--- config.mk ---
export PLATFORM = sky130hd
export DESIGN_NAME = dbg_scan_port
export DESIGN_NICKNAME = d
export VERILOG_FILES = /design/src/rtl/dsp_pkg.sv /design/src/rtl/dsp_tap_fsm.sv /design/src/rtl/dsp_scan_chain.sv /design/src/rtl/dsp_txn_engine.sv /design/src/rtl/dbg_scan_port.sv
export SDC_FILE = /design/constraint.sdc
export NUM_CORES = 1
export LEC_CHECK = 0
export CORE_ASPECT_RATIO = 1.1
export CORE_MARGIN = 5
export CORE_UTILIZATION = 48
export DETAILED_ROUTE_END_ITERATION = 8
export GPL_ROUTABILITY_DRIVEN = 1
export PLACE_DENSITY = 0.73
export SYNTH_ARGS = -nofsm -noshare
export SYNTH_HDL_FRONTEND = slang
export SYNTH_SLANG_ARGS = --single-unit
--- constraint.sdc ---
create_clock -name tck -period 2.43 [get_ports tck]
set_input_delay 0.486 -clock tck [delete_from_list [all_inputs] [get_ports tck]]
set_output_delay 0.486 -clock tck [all_outputs]
set_load 0.03 [all_outputs]
--- src/rtl/dsp_pkg.sv ---
package dsp_pkg;

   typedef enum logic [3:0] {
      TS_RESET, TS_IDLE,
      TS_SEL_DR, TS_CAP_DR, TS_SHF_DR, TS_EX1_DR, TS_PAU_DR, TS_EX2_DR, TS_UPD_DR,
      TS_SEL_IR, TS_CAP_IR, TS_SHF_IR, TS_EX1_IR, TS_PAU_IR, TS_EX2_IR, TS_UPD_IR
   } tap_state_t;

   // instruction codes selecting a data register
   localparam logic [3:0] SEL_STATUS = 4'h8;
   localparam logic [3:0] SEL_CMD    = 4'h9;
   localparam logic [3:0] SEL_ADDR   = 4'hA;
   localparam logic [3:0] SEL_DATA   = 4'hB;

   // command codes: bit 2 = read, bits 1:0 = access kind, 3 = no-op
   localparam logic [3:0] OP_NOP     = 4'h3;
   localparam logic [3:0] OP_FIRST_BAD = 4'h7;

   localparam logic [1:0] KIND_MEM  = 2'd0;
   localparam logic [1:0] KIND_CORE = 2'd1;
   localparam logic [1:0] KIND_AUX  = 2'd2;

endpackage

--- src/rtl/dsp_tap_fsm.sv ---
module dsp_tap_fsm
   import dsp_pkg::*;
(
   input  logic       tck,
   input  logic       rst_n,
   input  logic       tms,
   output tap_state_t st
);

   tap_state_t nxt;

   always_comb begin
      unique case (st)
         TS_RESET:  nxt = tms ? TS_RESET  : TS_IDLE;
         TS_IDLE:   nxt = tms ? TS_SEL_DR : TS_IDLE;
         TS_SEL_DR: nxt = tms ? TS_SEL_IR : TS_CAP_DR;
         TS_CAP_DR: nxt = tms ? TS_EX1_DR : TS_SHF_DR;
         TS_SHF_DR: nxt = tms ? TS_EX1_DR : TS_SHF_DR;
         TS_EX1_DR: nxt = tms ? TS_UPD_DR : TS_PAU_DR;
         TS_PAU_DR: nxt = tms ? TS_EX2_DR : TS_PAU_DR;
         TS_EX2_DR: nxt = tms ? TS_UPD_DR : TS_SHF_DR;
         TS_UPD_DR: nxt = tms ? TS_SEL_DR : TS_IDLE;
         TS_SEL_IR: nxt = tms ? TS_RESET  : TS_CAP_IR;
         TS_CAP_IR: nxt = tms ? TS_EX1_IR : TS_SHF_IR;
         TS_SHF_IR: nxt = tms ? TS_EX1_IR : TS_SHF_IR;
         TS_EX1_IR: nxt = tms ? TS_UPD_IR : TS_PAU_IR;
         TS_PAU_IR: nxt = tms ? TS_EX2_IR : TS_PAU_IR;
         TS_EX2_IR: nxt = tms ? TS_UPD_IR : TS_SHF_IR;
         TS_UPD_IR: nxt = tms ? TS_SEL_DR : TS_IDLE;
         default:   nxt = TS_RESET;
      endcase
   end

   always_ff @(posedge tck or negedge rst_n) begin
      if (!rst_n) st <= TS_RESET;
      else        st <= nxt;
   end

endmodule

--- src/rtl/dsp_scan_chain.sv ---
module dsp_scan_chain #(
   parameter int CHAIN_W = 32,
   localparam int LW = $clog2(CHAIN_W + 1)
) (
   input  logic               tck,
   input  logic               rst_n,
   input  logic               capture,
   input  logic               shift,
   input  logic [LW-1:0]      len,
   input  logic [CHAIN_W-1:0] cap_val,
   input  logic               tdi,
   output logic [CHAIN_W-1:0] chain
);

   logic [CHAIN_W-1:0] shifted;

   // the active length decides where tdi enters; bits above it stay clear
   for (genvar i = 0; i < CHAIN_W; i++) begin : g_bit
      if (i == CHAIN_W - 1) begin : g_top
         assign shifted[i] = (len == LW'(CHAIN_W)) ? tdi : 1'b0;
      end else begin : g_mid
         assign shifted[i] = (LW'(i + 1) == len) ? tdi :
                             (LW'(i + 1) <  len) ? chain[i + 1] : 1'b0;
      end
   end

   always_ff @(posedge tck or negedge rst_n) begin
      if (!rst_n)       chain <= '0;
      else if (capture) chain <= cap_val;
      else if (shift)   chain <= shifted;
   end

endmodule

--- src/rtl/dsp_txn_engine.sv ---
module dsp_txn_engine
   import dsp_pkg::*;
#(
   parameter int ADDR_W = 32,
   parameter int DATA_W = 32,
   parameter int CMD_W  = 4,
   localparam int MEM_STEP = DATA_W / 8
) (
   input  logic              tck,
   input  logic              rst_n,
   input  logic              tap_rst,
   input  logic              launch,
   input  logic              upd_cmd,
   input  logic              upd_addr,
   input  logic              upd_data,
   input  logic [CMD_W-1:0]  cmd_in,
   input  logic [ADDR_W-1:0] addr_in,
   input  logic [DATA_W-1:0] data_in,
   output logic [CMD_W-1:0]  cmd_q,
   output logic [ADDR_W-1:0] addr_q,
   output logic [DATA_W-1:0] data_q,
   output logic [2:0]        stat,      // {ready, failure, stalled}
   output logic              busy,
   input  logic              bus_ack,
   input  logic              bus_err,
   input  logic [DATA_W-1:0] bus_rdata
);

   logic pend;   // launch seen at Update, acted on one cycle later
   logic is_rd, is_mem, is_nop, is_bad, misalign;

   assign is_rd    = cmd_q[2];
   assign is_mem   = (cmd_q[1:0] == KIND_MEM);
   assign is_nop   = (cmd_q == CMD_W'(OP_NOP));
   assign is_bad   = (cmd_q >= CMD_W'(OP_FIRST_BAD));
   assign misalign = is_mem && (addr_q[1:0] != 2'b00);

   always_ff @(posedge tck or negedge rst_n) begin
      if (!rst_n) begin
         cmd_q  <= CMD_W'(OP_NOP);
         addr_q <= '0;
         data_q <= '0;
         stat   <= '0;
         busy   <= 1'b0;
         pend   <= 1'b0;
      end else if (tap_rst) begin
         cmd_q  <= CMD_W'(OP_NOP);
         addr_q <= '0;
         data_q <= '0;
         stat   <= '0;
         busy   <= 1'b0;
         pend   <= 1'b0;
      end else begin
         pend <= launch && !busy;
         if (upd_cmd)  cmd_q  <= cmd_in;
         if (upd_addr) addr_q <= addr_in;
         if (upd_data) data_q <= data_in;
         if (busy) begin
            if (bus_ack) begin
               busy <= 1'b0;
               if (bus_err) begin
                  stat <= 3'b010;
               end else begin
                  stat   <= 3'b100;
                  addr_q <= addr_q + (is_mem ? ADDR_W'(MEM_STEP) : ADDR_W'(1));
                  if (is_rd) data_q <= bus_rdata;
               end
            end
         end else if (pend) begin
            if (is_bad || (misalign && !is_nop)) begin
               stat <= 3'b010;
            end else if (is_nop) begin
               stat <= 3'b100;
            end else begin
               stat <= 3'b001;
               busy <= 1'b1;
            end
         end
      end
   end

endmodule

--- src/rtl/dbg_scan_port.sv ---
module dbg_scan_port
   import dsp_pkg::*;
#(
   parameter int ADDR_W = 32,
   parameter int DATA_W = 32
) (
   input  logic              tck,
   input  logic              rst_n,
   input  logic              tms,
   input  logic              tdi,
   output logic              tdo,
   output logic              bus_req,
   output logic              bus_wr,
   output logic [1:0]        bus_kind,
   output logic [ADDR_W-1:0] bus_addr,
   output logic [DATA_W-1:0] bus_wdata,
   input  logic              bus_ack,
   input  logic              bus_err,
   input  logic [DATA_W-1:0] bus_rdata
);

   localparam int IR_W   = 4;
   localparam int CMD_W  = 4;
   localparam int STAT_W = 4;
   localparam int DR_W   = (ADDR_W > DATA_W) ? ADDR_W : DATA_W;
   localparam int DR_LW  = $clog2(DR_W + 1);
   localparam int IR_LW  = $clog2(IR_W + 1);

   if (DATA_W % 8 != 0 || DATA_W < 8) begin : g_bad_data
      $error("DATA_W must be a whole number of bytes");
   end
   if (ADDR_W < 4) begin : g_bad_addr
      $error("ADDR_W too small");
   end

   tap_state_t         st;
   logic [IR_W-1:0]    ir_sh, ir_q;
   logic [DR_W-1:0]    dr_sh, dr_cap;
   logic [DR_LW-1:0]   dr_len;
   logic [CMD_W-1:0]   cmd_q;
   logic [ADDR_W-1:0]  addr_q;
   logic [DATA_W-1:0]  data_q;
   logic [2:0]         stat;
   logic               busy, launch;

   dsp_tap_fsm i_fsm (.tck(tck), .rst_n(rst_n), .tms(tms), .st(st));

   dsp_scan_chain #(.CHAIN_W(IR_W)) i_ir_chain (
      .tck(tck), .rst_n(rst_n),
      .capture(st == TS_CAP_IR), .shift(st == TS_SHF_IR),
      .len(IR_LW'(IR_W)), .cap_val(IR_W'(1)), .tdi(tdi), .chain(ir_sh));

   always_ff @(posedge tck or negedge rst_n) begin
      if (!rst_n)               ir_q <= SEL_STATUS;
      else if (st == TS_RESET)  ir_q <= SEL_STATUS;
      else if (st == TS_UPD_IR) ir_q <= ir_sh;
   end

   always_comb begin
      dr_cap = '0;
      dr_len = DR_LW'(1);
      unique case (ir_q)
         SEL_STATUS: begin dr_len = DR_LW'(STAT_W); dr_cap = DR_W'({1'b0, stat}); end
         SEL_CMD:    begin dr_len = DR_LW'(CMD_W);  dr_cap = DR_W'(cmd_q);        end
         SEL_ADDR:   begin dr_len = DR_LW'(ADDR_W); dr_cap = DR_W'(addr_q);       end
         SEL_DATA:   begin dr_len = DR_LW'(DATA_W); dr_cap = DR_W'(data_q);       end
         default:    ;
      endcase
   end

   dsp_scan_chain #(.CHAIN_W(DR_W)) i_dr_chain (
      .tck(tck), .rst_n(rst_n),
      .capture(st == TS_CAP_DR), .shift(st == TS_SHF_DR),
      .len(dr_len), .cap_val(dr_cap), .tdi(tdi), .chain(dr_sh));

   assign launch = ((st == TS_UPD_DR) || (st == TS_UPD_IR)) && !tms;

   dsp_txn_engine #(.ADDR_W(ADDR_W), .DATA_W(DATA_W), .CMD_W(CMD_W)) i_eng (
      .tck(tck), .rst_n(rst_n), .tap_rst(st == TS_RESET), .launch(launch),
      .upd_cmd ((st == TS_UPD_DR) && (ir_q == SEL_CMD)),
      .upd_addr((st == TS_UPD_DR) && (ir_q == SEL_ADDR)),
      .upd_data((st == TS_UPD_DR) && (ir_q == SEL_DATA)),
      .cmd_in(dr_sh[CMD_W-1:0]), .addr_in(dr_sh[ADDR_W-1:0]),
      .data_in(dr_sh[DATA_W-1:0]),
      .cmd_q(cmd_q), .addr_q(addr_q), .data_q(data_q), .stat(stat), .busy(busy),
      .bus_ack(bus_ack), .bus_err(bus_err), .bus_rdata(bus_rdata));

   assign tdo = (st == TS_SHF_IR) ? ir_sh[0] :
                (st == TS_SHF_DR) ? dr_sh[0] : 1'b0;

   assign bus_req   = busy;
   assign bus_wr    = !cmd_q[2];
   assign bus_kind  = cmd_q[1:0];
   assign bus_addr  = addr_q;
   assign bus_wdata = data_q;

endmodule

==> results.md, run 1 <==
- Worst-path maximum fanout: 4
- Crit path from: i_eng.cmd_q[1]$_DFFE_PN1P_
- Worst hold path type: input pin to async pin
- Fin. max-slew vios: 0
- Gpl congestion: 0.939
- N_diodes: 0
- RSZ-0062 raised after global routing: yes
- Required time of the critical path: 2.73 ns
- Seq/Total Area, Yosys: 44.1%
- Final Cell Area: 8670 um^2
- Worst Setup End Kind: register
- F_max: 0.428 GHz
- Post-Syn Nets: 762
- CORE AREA: 13,700 um^2
- Row count: 45
- Worst slew pin tran: 0.543 ns
- Yosys reg bits: 117
- First-pass GRT wire length: 31,900 um
- DR vias: 6,300
- Remaining Overflow, GRT: 0
- Fin crit period: 2.34 ns
- TritonRoute pass-1 iters: 6
- Number of enable flip-flop cells after synthesis: 0
- H-tree levels: 4
- Layout Skew: 0.0102 ns
- I/O Buffers: 106
- RR Startpoint: i_eng.cmd_q[1]$_DFFE_PN1P_
- Share of cells above drive strength 1: 12.7%
- Routed len/inst: 18.6 um
- Post-synthesis cell count: 721
- Number of global-route vias before repair: 6,344
- YS warnings: 0
- Inserted Clock Buffers: 17
- Maxcap violations: 0
- Critical path type: register to register
- Number of I/O pins: 107
- Mapped Area: 6650 um^2
- Post-route ant nets: 0
- Post-CTS setup buffers: 0
- Leakage: 3.68 nW
- Endpoints failing setup: 0
- Main flop type after synthesis: dfrtp_1
- Layout area overhead: 30.4%
- GRT Total Usage: 24.4%
- CTS Buffer Depth: 2
- Library cells used by synthesis: 65
- Antenna violations before repair: 0
- Die ar.: 16,300 um^2
- Die Ht: 133 um
- Max rail drop VDD: 0.686 mV
- Initial Util: 48.6%
- Drt first-iter violations: 525
- Largest net degree at the start of global routing: 62
- Crit share post-route: 96.3%
- DP Area: 8140 um^2
- DP Cell Count: 1,005
- # DRC: 0
- Final hold viol count: 0
- Die X: 122 um
- Total Wirelength: 19,300 um
- Slew margin rel.: 63.8%
- Utilization after layout: 63.3%
- Non-filler cells, final: 1,036
- Final net count: 878
- Startpoint Class: register
- Post-synth ARST share: 100%
- Clk sinks: 117
- Synthesized area per cell: 9.22 um^2
- TritonCTS clock tree: built
- CP arrival: 2.64 ns
- CTS clk-pin slew, worst paths: 0.05 ns
- Clock latency on the worst-skew pair: 0.42 ns
- CTS root buf: clkbuf_16
- Status: complete, no violations
- Via-per-instance ratio: 6.08
- Hpwl dp: 13,400 um
- Power per cell area: 898 nW/um^2
flip-flops by register name (all words and copies together) (netlist names):
name              cells
i_eng.stat            3
i_fsm.st              4
i_eng.cmd_q           4
ir_q                  4
i_eng.pend            1
i_ir_chain.chain      4
i_eng.data_q         32
i_eng.addr_q         32
i_eng.busy            1
i_dr_chain.chain     32
cell type report:
cell class | instances | area [um^2]
sequential | 117 | 2930
timing repair buffer | 157 | 1520
tap | 188 | 235
clock inverter | 6 | 30.0
fill | 1137 | 5010
clock buffer | 24 | 472
multi-input combinational | 531 | 3430
inverter | 13 | 48.8
logic make-up (layout without fill, tap and decap cells):
kind of cell,Yosys count,count (layout),share of synthesized area (%)
AOI/OAI and AO/OA,234,234,24.0
xor gates and xnor gates,3,3,0.395
adders and majority gates,3,3,0.565
buffers and inverters,73,200,4.76
DFF,117,117,44.1
muxes,45,45,7.46
and+or+nand+nor,246,246,18.7
critical path, cell delays in order, from the launching register on:
cell and delay [ns]:
dfstp_2 0.53, or2_2 0.14, inv_1 0.05, ha_1 0.35
a31oi_2 0.18, nor3_2 0.27, buf_4 0.19, nand4_1 0.11
and3_1 0.21, o21a_1 0.19
synthesized netlist by cell type (3+ instances only):
library cell	instances	share of area (%)
or2_2	3	0.28
dfstp_2	3	1.2
nand4_1	14	1.3
nor2_1	91	5.1
buf_4	3	0.34
nor3_1	11	0.83
nor3b_1	4	0.45
nand2b_1	4	0.38
buf_2	19	1.4
a2bb2oi_1	30	4.0
mux2_2	6	1.0
clkbuf_1	35	2.0
o21ai_0	25	1.9
or3_1	5	0.47
and4_1	7	0.92
a211oi_1	39	4.4
a31oi_1	9	0.85
o21ai_1	4	0.30
nand3_1	24	1.8
nor2b_1	5	0.47
or4_1	5	0.56
a22oi_1	31	3.5
o211ai_1	5	0.56
mux4_2	3	1.0
o22ai_1	8	0.75
dfrtp_1	114	43
ha_1	3	0.56
mux2i_1	36	5.4
a21o_1	4	0.45
a21oi_1	59	4.4
a221oi_1	3	0.40
and3_1	9	0.85
inv_1	13	0.73
nor4_1	6	0.56
nand2_1	45	2.5
layout by cell type (no fill, tap or decap), types with 4 or more instances in the layout:
| master | instances |
|---|---|
| dfrtp_1 | 114 |
| clkdlybuf4s50_1 | 104 |
| nor2_1 | 90 |
| a21oi_1 | 58 |
| buf_4 | 46 |
| nand2_1 | 43 |
| a211oi_1 | 39 |
| mux2i_1 | 36 |
| a22oi_1 | 31 |
| a2bb2oi_1 | 30 |
| o21ai_0 | 25 |
| nand3_1 | 24 |
| clkbuf_16 | 17 |
| nand4_1 | 14 |
| inv_1 | 13 |
| nor3_1 | 11 |
| and3_1 | 9 |
| a31oi_1 | 8 |
| o22ai_1 | 8 |
| and4_1 | 7 |
| mux2_2 | 6 |
| clkinv_2 | 6 |
| buf_12 | 6 |
| or3_1 | 5 |
| or4_1 | 5 |
| o211ai_1 | 5 |
| nor4_1 | 5 |
| nor2b_1 | 5 |
| clkbuf_1 | 5 |
| a21o_1 | 4 |
| o21ai_1 | 4 |
| nand2b_1 | 4 |
path summary, 6_finish.rpt:
kind | slack (ns) | endpoint | cells past startpoint
worst max-delay path | 0.09 | i_eng.addr_q[13]$_DFF_PN0_ | 9
worst min-delay path | 0.51 | i_eng.data_q[24]$_DFF_PN0_ | 2
worst max register to register | 0.09 | i_eng.addr_q[13]$_DFF_PN0_ | 9
worst min register to register | 0.53 | i_ir_chain.chain[3]$_DFFE_PN0N_ | 2
max in group asynchronous | 1.12 | ir_q[3]$_DFFE_PN1P_ | 3
min in group tck | 0.53 | i_ir_chain.chain[3]$_DFFE_PN0N_ | 2
metrics by stage:
| stage | power (W) | setup WS [ns] | setup TNS [ns] | hold slack [ns] |
|---|---|---|---|---|
| 6_report | 0.00778 | 0.0911 | 0 | 0.507 |
| 5_1_grt | 0.00822 | -0.0104 | -0.0202 | 0.532 |
| 4_1_cts | 0.00780 | 0.0403 | 0 | 0.505 |
| 3_5_place_dp | 0.00561 | 0.0384 | 0 | 0.398 |
| 3_3_place_gp | 0.00550 | 0.0796 | 0 | 0.390 |
| 2_1_floorplan | 0.00462 | 0.156 | 0 | 0.190 |
repair_timing:
action / in CTS / in global routing
setup endpoints to repair: 0 / 4
resized for setup: 0 / 3
hold buffers: 1 / 0
hold endpoints to repair: 19 / 0
metal layers:
layer	routed length [um]	GRT usage [%]
met5	0	0
met1	8200	31.1
met4	386	9.77
met3	1080	5.14
met2	9620	40.3
where the power goes:
| group | total [W] | internal [W] | switching, W |
|---|---|---|---|
| clock | 0.00216 | 0.00133 | 0.000833 |
| combinational | 0.00263 | 0.00107 | 0.00155 |
| sequential | 0.00299 | 0.00243 | 0.000561 |
Note: power is estimated with default switching activity, not from simulation.
==> run 2: changes to the inputs <==
- SKIP_LAST_GASP: default -> 1
==> run 2 against run 1 <==
  * First-iteration DRC count fell by 2.1%
  * Sequential share of layout area barely moved
  * Critical path type unchanged
  * Non-clock buffer count did not move
  * Die area did not move
  * Final area barely moved
  * Flip-flop and latch count did not move
  * Via count fell by 0.90%
  * Wire length barely moved
  * Critical endpoint is now i_eng.addr_q[19]$_DFF_PN0_
  * Largest cell class unchanged
  * Hold slack got worse by 0.0021 ns
  * Clock power barely moved
  * Global-route usage did not move
  * Sequential power barely moved
==> results.md, run 2 (synthesis results as in run 1) <==
- Status: complete, no violations
- Worst Setup End Kind: register
- Largest net degree at the start of global routing: 62
- Routed len/inst: 18.6 um
- Most common cell after layout, fill and taps aside: dfrtp_1
- RSZ-0062 raised after global routing: yes
- Total Wirelength: 19,300 um
- Reg-to-reg slack, setup: 0.04 ns
- Maxcap violations: 0
- Final setup TNS: 0 ns
- F_max: 0.418 GHz
- Startpoint Class: register
- CORE AREA: 13,700 um^2
- Post-route ant nets: 0
- Worst hold path type: input pin to async pin
- Gpl congestion: 0.939
- Clk sinks: 117
- DP Area: 8140 um^2
- Slew margin rel.: 64.0%
- Commonest non-fill, non-tap cells in the layout: 114 x dfrtp_1, 104 x clkdlybuf4s50_1, 90 x nor2_1
- R2R Path End: i_eng.addr_q[19]$_DFF_PN0_
- Layout area overhead: 30.3%
- Number of I/O pins: 107
- Fillers: 1,139
- Required time of the critical path: 2.77 ns
- Final net count: 878
- Critical path type: register to register
- Layout Skew: 0.00998 ns
- M1 GR Usage: 31.1%
- Die ar.: 16,300 um^2
- Max rail drop VDD: 0.688 mV
- Number of global-route vias before repair: 6,344
- Met2 usage: 40.3%
- Initial Util: 48.6%
- Via-per-instance ratio: 6.03
- DR vias: 6,243
- CTS clk-pin slew, worst paths: 0.05 ns
- Met3 Usage GRT: 5.14%
- Critical-path cell list: or2_2 -> inv_1 -> ha_1 -> a31oi_1 -> nor3_2 -> buf_4 -> nand4_1 -> mux2_2 -> nor2_1
- Remaining Overflow, GRT: 0
- Most Crowded Layer GR: met2
- Crit share post-route: 98.3%
- Fin crit period: 2.39 ns
- Largest registers: i_dr_chain.chain x32, i_eng.addr_q x32, i_eng.data_q x32
- Leakage: 3.68 nW
- Antenna violations before repair: 0
- Worst slew pin tran: 0.538 ns
- Endpoints failing setup: 0
- Final Cell Area: 8660 um^2
- Worst-path maximum fanout: 4
- # DRC: 0
- Row count: 45
- Drt first-iter violations: 514
- First-pass GRT wire length: 31,900 um
- Share of cells above drive strength 1: 12.6%
- TritonCTS clock tree: built
- RR Startpoint: i_eng.cmd_q[1]$_DFFE_PN1P_
- Slowest CP cell: dfstp_2
- TritonRoute pass-1 iters: 5
- CTS Buffer Depth: 2
- Fin. max-slew vios: 0
- I/O Buffers: 106
- Die X: 122 um
- Power per cell area: 898 nW/um^2
- CP arrival: 2.73 ns
- Die Ht: 133 um
- Max stage delay on crit path: 0.53 ns
- Hpwl dp: 13,400 um
- H-tree levels: 4
- Inserted Clock Buffers: 17
- FF-to-FF path depth: 9
- CTS root buf: clkbuf_16
- Final hold viol count: 0
- N_diodes: 0
- Clock latency on the worst-skew pair: 0.42 ns
- GRT Total Usage: 24.4%
==> run 2: cell types whose count changed in the layout (fill, tap and decap cells not counted) <==
cell / delta
a31oi_1: +1
a31oi_2: -1
==> run 2: timing repair <==
action | in CTS | in global routing
gates resized for setup | 0 | 2
hold buffers | 1 | 0
setup endpoints to repair | 0 | 4
buffers inserted | 0 | 0
endpoints found under the hold margin | 19 | 0
==> run 2: routing by layer <==
metal	share of wire (%)	up-vias
li1	-	2958
met1	43	3046
met2	50	205
met3	5.4	34
met4	2.0	0
met5	0	-
==> run 2: final cells by class <==
| cell class | count | area [um^2] | share of cell area (%) |
|---|---|---|---|
| Multi-Input combinational cell | 531 | 3430 | 39.6 |
| Sequential cell | 117 | 2930 | 33.8 |
| Timing Repair Buffer | 157 | 1520 | 17.5 |
| Clock buffer | 24 | 472 | 5.45 |
| Tap cell | 188 | 235 | 2.72 |
| Inverter | 13 | 48.8 | 0.563 |
| Clock inverter | 6 | 30.0 | 0.347 |
==> run 2: worst max path at each step <==
stage,from,endpoint,slack (ns),depth (start not counted)
global placement,i_eng.cmd_q[1]$_DFFE_PN1P_,i_eng.addr_q[27]$_DFF_PN0_,0.08,8
finish,i_eng.cmd_q[1]$_DFFE_PN1P_,i_eng.addr_q[19]$_DFF_PN0_,0.04,9
detailed placement,bus_err,i_eng.addr_q[13]$_DFF_PN0_,0.04,7
global route,i_eng.cmd_q[0]$_DFFE_PN1P_,i_eng.addr_q[13]$_DFF_PN0_,-0.02,9
CTS,i_eng.cmd_q[1]$_DFFE_PN1P_,i_eng.addr_q[27]$_DFF_PN0_,0.04,8
floorplan,i_eng.cmd_q[1]$_DFFE_PN1P_,i_eng.addr_q[16]$_DFF_PN0_,0.16,8
==> run 2: where the power goes <==
group          switching (W)  leakage, nW  internal (W)
clock network       0.000833        0.253       0.00133
logic                0.00155         1.88       0.00107
registers           0.000558         1.55       0.00243
==> run 2: critical path: cells and delay by family (launching register included) <==
| family | cells | cell delay, ns |
|---|---|---|
| and+or+nand+nor | 4 | 0.47 |
| buffers and inverters | 2 | 0.23 |
| muxes | 1 | 0.33 |
| adders and majority gates | 1 | 0.33 |
| AOI/OAI and AO/OA | 1 | 0.43 |
| DFF | 1 | 0.53 |
==> run 2: metrics by stage <==
step                      instances  power (W)  setup WS, ns  utilization [%]  hold WS (ns)
after floorplan                 721    0.00462         0.156                -         0.190
after global placement         1005    0.00550        0.0796             59.5         0.390
after detailed placement       1005    0.00561        0.0384             59.5         0.398
after CTS                      1036    0.00780        0.0403             63.2         0.505
after global routing           1036    0.00822       -0.0242             63.3         0.532
final                          1036    0.00778        0.0404             63.3         0.505
